[src/rtl/kwdt_pkg.sv]
package kwdt_pkg;
  localparam int ADDR_W    = 2;
  localparam int DATA_W    = 8;
  localparam int CNT_W     = 8;
  localparam int PRESC_W   = 13;
  localparam int PRE_W     = 3;
  localparam int TAP_BASE  = 5;
  localparam int NUM_TAPS  = 1 << PRE_W;

  localparam logic [ADDR_W-1:0] A_CTRL   = 2'd0;
  localparam logic [ADDR_W-1:0] A_RELOAD = 2'd1;
  localparam logic [ADDR_W-1:0] A_KEY1   = 2'd2;
  localparam logic [ADDR_W-1:0] A_KEY2   = 2'd3;

  localparam logic [DATA_W-1:0] KEY1_VAL   = 8'hA5;
  localparam logic [DATA_W-1:0] KEY2_VAL   = 8'h5A;
  localparam logic [CNT_W-1:0]  RELOAD_RST = 8'hFF;

  // control byte layout: flag, spare, pre[2:0], clock select, timer mode, run
  typedef struct packed {
    logic             flag;
    logic             spare;
    logic [PRE_W-1:0] pre;
    logic             csel;
    logic             tmode;
    logic             run;
  } ctrl_t;
endpackage

[src/rtl/kwdt_feed.sv]
module kwdt_feed
  import kwdt_pkg::*;
(
  input  logic              clk,
  input  logic              rst_n,
  input  logic              we,
  input  logic [ADDR_W-1:0] addr,
  input  logic [DATA_W-1:0] wdata,
  output logic              armed,
  output logic              feed_ok,
  output logic              feed_bad
);
  logic key1_hit, key2_hit;

  assign key1_hit = (addr == A_KEY1) && (wdata == KEY1_VAL);
  assign key2_hit = (addr == A_KEY2) && (wdata == KEY2_VAL);
  assign feed_ok  = armed && we && key2_hit;
  assign feed_bad = armed && we && !key2_hit;

  // every write while armed ends the sequence, good or bad
  always_ff @(posedge clk or negedge rst_n) begin
    if (!rst_n)  armed <= 1'b0;
    else if (we) armed <= !armed && key1_hit;
  end
endmodule

[src/rtl/kwdt_regs.sv]
module kwdt_regs
  import kwdt_pkg::*;
(
  input  logic              clk,
  input  logic              rst_n,
  input  logic              we,
  input  logic [ADDR_W-1:0] addr,
  input  logic [DATA_W-1:0] wdata,
  input  logic              flag_set,
  output logic              run,
  output logic              tmode,
  output logic              csel,
  output logic [PRE_W-1:0]  pre,
  output logic              flag,
  output logic [CNT_W-1:0]  reload
);
  ctrl_t wr_ctrl;
  logic  ctrl_wr, reload_wr;
  logic  unused_spare;

  assign wr_ctrl      = ctrl_t'(wdata);
  assign ctrl_wr      = we && (addr == A_CTRL);
  assign reload_wr    = we && (addr == A_RELOAD);
  assign unused_spare = wr_ctrl.spare;

  always_ff @(posedge clk or negedge rst_n) begin
    if (!rst_n) begin
      run   <= 1'b0;
      tmode <= 1'b0;
      csel  <= 1'b0;
      pre   <= '0;
    end else if (ctrl_wr) begin
      run   <= wr_ctrl.run;
      tmode <= wr_ctrl.tmode;
      csel  <= wr_ctrl.csel;
      pre   <= wr_ctrl.pre;
    end
  end

  always_ff @(posedge clk or negedge rst_n) begin
    if (!rst_n)                      flag <= 1'b0;
    else if (flag_set)               flag <= 1'b1;
    else if (ctrl_wr && !wr_ctrl.flag) flag <= 1'b0;
  end

  always_ff @(posedge clk or negedge rst_n) begin
    if (!rst_n)         reload <= RELOAD_RST;
    else if (reload_wr) reload <= wdata[CNT_W-1:0];
  end
endmodule

[src/rtl/kwdt_count.sv]
module kwdt_count
  import kwdt_pkg::*;
(
  input  logic             clk,
  input  logic             rst_n,
  input  logic             tick,
  input  logic             run,
  input  logic [PRE_W-1:0] pre,
  input  logic [CNT_W-1:0] reload,
  input  logic             load,
  output logic [CNT_W-1:0] cnt,
  output logic             expire
);
  logic [PRESC_W-1:0]  presc_q;
  logic [NUM_TAPS-1:0] tap_hit;
  logic                pend_q;
  logic                step;

  // one rollover detector per selectable tap
  for (genvar i = 0; i < NUM_TAPS; i++) begin : g_tap
    assign tap_hit[i] = &presc_q[TAP_BASE+i-1:0];
  end

  assign step   = run && tick && !load;
  assign expire = step && pend_q;

  always_ff @(posedge clk or negedge rst_n) begin
    if (!rst_n) begin
      cnt     <= RELOAD_RST;
      presc_q <= '0;
      pend_q  <= 1'b0;
    end else if (load || expire) begin
      cnt     <= reload;
      presc_q <= '0;
      pend_q  <= 1'b0;
    end else if (step) begin
      presc_q <= presc_q + 1'b1;
      if (tap_hit[pre]) begin
        if (cnt == '0) pend_q <= 1'b1;
        else           cnt    <= cnt - 1'b1;
      end
    end
  end
endmodule

[src/rtl/kwdt_top.sv]
module kwdt_top
  import kwdt_pkg::*;
(
  input  logic              clk,
  input  logic              rst_n,
  input  logic              bus_we,
  input  logic [ADDR_W-1:0] bus_addr,
  input  logic [DATA_W-1:0] bus_wdata,
  input  logic              per_tick,
  input  logic              osc_tick,
  output logic              wd_reset,
  output logic              tmo_flag,
  output logic [CNT_W-1:0]  cnt_q
);
  logic             armed, feed_ok, feed_bad;
  logic             run, tmode, csel, flag_set, expire, tick_sel;
  logic [PRE_W-1:0] pre;
  logic [CNT_W-1:0] reload;

  kwdt_feed u_feed (
    .clk(clk), .rst_n(rst_n), .we(bus_we), .addr(bus_addr), .wdata(bus_wdata),
    .armed(armed), .feed_ok(feed_ok), .feed_bad(feed_bad)
  );

  kwdt_regs u_regs (
    .clk(clk), .rst_n(rst_n), .we(bus_we), .addr(bus_addr), .wdata(bus_wdata),
    .flag_set(flag_set), .run(run), .tmode(tmode), .csel(csel), .pre(pre),
    .flag(tmo_flag), .reload(reload)
  );

  assign tick_sel = csel ? osc_tick : per_tick;
  assign flag_set = expire && tmode;

  kwdt_count u_count (
    .clk(clk), .rst_n(rst_n), .tick(tick_sel), .run(run), .pre(pre),
    .reload(reload), .load(feed_ok), .cnt(cnt_q), .expire(expire)
  );

  always_ff @(posedge clk or negedge rst_n) begin
    if (!rst_n) wd_reset <= 1'b0;
    else        wd_reset <= feed_bad || (expire && !tmode);
  end
endmodule

[config.mk]
export PLATFORM = sky130hd
export DESIGN_NAME = kwdt_top
export DESIGN_NICKNAME = d
export VERILOG_FILES = /design/src/rtl/kwdt_pkg.sv /design/src/rtl/kwdt_feed.sv /design/src/rtl/kwdt_regs.sv /design/src/rtl/kwdt_count.sv /design/src/rtl/kwdt_top.sv
export SDC_FILE = /design/constraint.sdc
export NUM_CORES = 1
export LEC_CHECK = 0
export BUFFER_PORTS_ARGS = -buffer_cell sky130_fd_sc_hd__buf_4
export CAP_MARGIN = 0
export CORE_MARGIN = 5
export CORE_UTILIZATION = 45
export DETAILED_ROUTE_END_ITERATION = 7
export PLACE_DENSITY = 0.62
export SETUP_SLACK_MARGIN = 0.05
export SYNTH_ARGS = -nofsm -noshare
export SYNTH_HDL_FRONTEND = slang
export SYNTH_SLANG_ARGS = --single-unit
[constraint.sdc]
create_clock -name clk -period 5.22 [get_ports clk]
set_input_delay 0 -clock clk [delete_from_list [all_inputs] [get_ports clk]]
set_output_delay 0 -clock clk [all_outputs]
set_load 0.01 [all_outputs]
==> reports/qor.yml <==
status:
  outcome: "finished, final reports clean"
placement:
  dpl_worst_slack_ns: 2.69
  io_buffers: 24
  dp_hpwl_um: 3200
  gp_congestion: 0.849
global_route:
  grt_first_pass_wirelength_um: 7850
  overflow: 0
  grt_use_total: 0.165
  antenna_found_initial: 0
  grt_pass1_vias: 1628
  grt_max_degree: 39
setup_path:
  crit_type: "register to register"
  critPathLaunchType: "register"
  cp.arrival_ns: 2.77
  setup.worst_path.end_class: "register"
  required_ns: 5.45
  crit_fanout: 6
final_layout:
  final_nets: 249
  area_growth_pct: 24.1
  antennaDiodeCount: 0
  drive_gt1_frac: 0.317
  fill_cells: 375
timing:
  rsz0062_at_grt: "no"
  setup_viol: 0
  period_share: 0.487
  final-max-slew-violation-count: 0
  fmax_mhz: 393
  period_needed_ns: 2.54
  fin_tns_setup_ns: 0
  hold_violations: 0
  skew_ns: 0.00832
  setup_ws_ns: 2.68
  tightest_slew_ns: 1.04
  max_slew_margin: 0.305
synth:
  yosysSeqAreaShare: 0.488
  ys_types: 40
  synthCells: 190
  synth_area_per_cell_um2: 10.5
  yosysWarnings: 0
  synth_area_um2: 1990
  synthArstFlopShare: 1.00
  ys.flop_type: "dfrtp_1"
  synth-edff-count: 0
  syn_nets: 210
  ys_seq_elements: 38
cts:
  cts_root_buffer: "clkbuf_8"
  cts_setup_buffers: 0
  cts_buffers: 5
  clkLatencyLatePin_ns: 0.29
  clockBufferDepth: 2
  cts_sinks: 38
  htree_num_levels: 2
  cts_resized: 0
  clkTransAtPathRegs_ns: 0.08
  cts_tree: "built"
die:
  initial_utilization: 0.460
  dieArea_um2: 5850
  chipWidth_um: 76.5
  coreArea_um2: 4320
  die_y_um: 76.5
  io_pins: 25
  rows: 24
route:
  drtAntennaViolNets: 0
  firstDrtPassIters: 4
  routed_wl_um: 4430
  num_vias: 1530
  via_per_inst: 5.43
  wl_per_cell_um: 15.7
  drcViolationCount: 0
  first_iter_violations: 47
power_and_ir_drop:
  pwr-share-seq: 0.463
  clockPowerShare: 0.321
  p_per_area_nw_per_um2: 365
  power_switching_uw: 251
  swShare: 0.279
  pwr-share-comb: 0.217
  intPower_uw: 650
  leakage_uw: 0.00103
  irDropWorstVdd_mv: 0.174
job:
  cap_violations: 0
hold_path:
  min_path_type: "input pin to register"
[cell usage in the layout, fill, tap and decap left out, drive strengths merged, types with 2 or more instances in the layout]
cell type and count:
buf 25, dfrtp 22, nor2 20, nand2 19, dfstp 16, mux2 15, nand3 11, inv 10
dlygate4sd3 10, xnor2 9, o21ai 9, clkbuf 7, ha 5, nand4 5, a211oi 5, nor3 4
nor4 4, xor2 4, nand4b 3, a32o 3, nand2b 2, and3 2, o22ai 2, o31ai 2
a21oi 2, a211o 2
[what timing repair did]
item                                    CTS  global route
endpoints found under the setup margin    0             0
hold endpoints to repair                 37             0
hold buffers                             10             0
[cell type report]
class | count | area [um^2] | share of cell area
Clock inverter | 1 | 30.0 | 0.0122
Timing Repair Buffer | 35 | 288 | 0.117
Sequential cell | 38 | 971 | 0.393
Multi-Input combinational cell | 139 | 971 | 0.393
Inverter | 10 | 37.5 | 0.0152
Clock buffer | 7 | 108 | 0.0436
Tap cell | 52 | 65.1 | 0.0263
[flip-flops by register name (all words and copies together) (netlist names)]
signal           cells
u_feed.armed         1
wd_reset             1
u_count.presc_q     12
u_count.cnt          8
u_regs.flag          1
u_regs.reload        8
u_regs.run           1
u_count.pend_q       1
u_regs.pre           3
u_regs.csel          1
u_regs.tmode         1
[path summary, 6_finish.rpt]
| check | start | endpoint | slack, ns | depth (start not counted) |
|---|---|---|---|---|
| worst max-delay path | u_count.presc_q[0]$_DFFE_PN0P_ | u_count.cnt[1]$_DFFE_PN1P_ | 2.68 | 11 |
| worst min-delay path | bus_addr[0] | u_feed.armed$_DFFE_PN0P_ | 0.05 | 4 |
| worst max register to register | u_count.presc_q[0]$_DFFE_PN0P_ | u_count.cnt[1]$_DFFE_PN1P_ | 2.68 | 11 |
| worst min register to register | u_regs.reload[0]$_DFFE_PN1P_ | u_count.cnt[0]$_DFFE_PN1P_ | 0.46 | 2 |
| max in group asynchronous | rst_n | u_regs.reload[5]$_DFFE_PN1P_ | 4.66 | 2 |
| min in group asynchronous | rst_n | u_count.presc_q[10]$_DFFE_PN0P_ | 0.19 | 2 |
[metrics by stage]
step	std cells	instance area (um^2)	hold slack [ns]	utilization	power (uW)
2_1_floorplan	190	1990	-0.296	-	537
3_3_place_gp	264	2230	-0.0199	0.516	600
3_5_place_dp	264	2230	-0.00755	0.516	612
4_1_cts	282	2470	0.0378	0.571	909
5_1_grt	282	2470	0.0686	0.571	953
6_report	282	2470	0.0498	0.571	901
[routing by layer]
layer | share of wire | GRT usage
met5 | 0 | 0
met4 | 0.0047 | 0.0472
met3 | 0.042 | 0.0485
met2 | 0.50 | 0.273
met1 | 0.46 | 0.209
[kinds of logic after synthesis]
family | after synthesis | synth area share
buffers and inverters | 13 | 0.0245
and+or+nand+nor | 76 | 0.195
muxes | 16 | 0.0899
DFF | 38 | 0.488
AOI/OAI and AO/OA | 29 | 0.114
adders and majority gates | 5 | 0.0314
xor gates and xnor gates | 13 | 0.0572
[synthesized netlist by cell type (2+ instances only)]
master	n	share of area
o22ai_1	2	0.0063
nand2_1	18	0.034
nand2b_1	2	0.0063
dfrtp_1	22	0.28
mux2_2	15	0.085
o21ai_0	8	0.020
nand3_1	11	0.028
nor3_1	4	0.010
inv_1	10	0.019
ha_1	5	0.031
a21oi_1	2	0.0050
nor2_1	20	0.038
o31ai_1	2	0.0075
nor4_1	4	0.013
xnor2_1	9	0.040
and3_2	2	0.0075
nand4b_1	3	0.013
nand4_1	4	0.013
clkbuf_1	3	0.0057
a32o_1	3	0.015
dfstp_2	16	0.21
xor2_1	4	0.018
a211oi_1	4	0.015
[critical path, stage by stage, from the launching register on]
cell and delay [ns]:
dfrtp_1 0.40, ha_1 0.18, nand3_1 0.15, inv_1 0.11, nand3_1 0.13, nor2_1 0.14, ha_1 0.15, o31ai_1 0.07
a211o_4 0.36, a211oi_4 0.40, mux2i_1 0.12, mux2_2 0.27
[power by group through the flow]
stage                     clock network [uW]  registers (uW)  logic, uW
after detailed placement                   0             422        190
after global routing                     308             424        220
final                                    289             417        195
after floorplan                            0             414        122
after CTS                                296             417        196
after global placement                     0             418        182
Note: power is estimated with default switching activity, not from simulation.
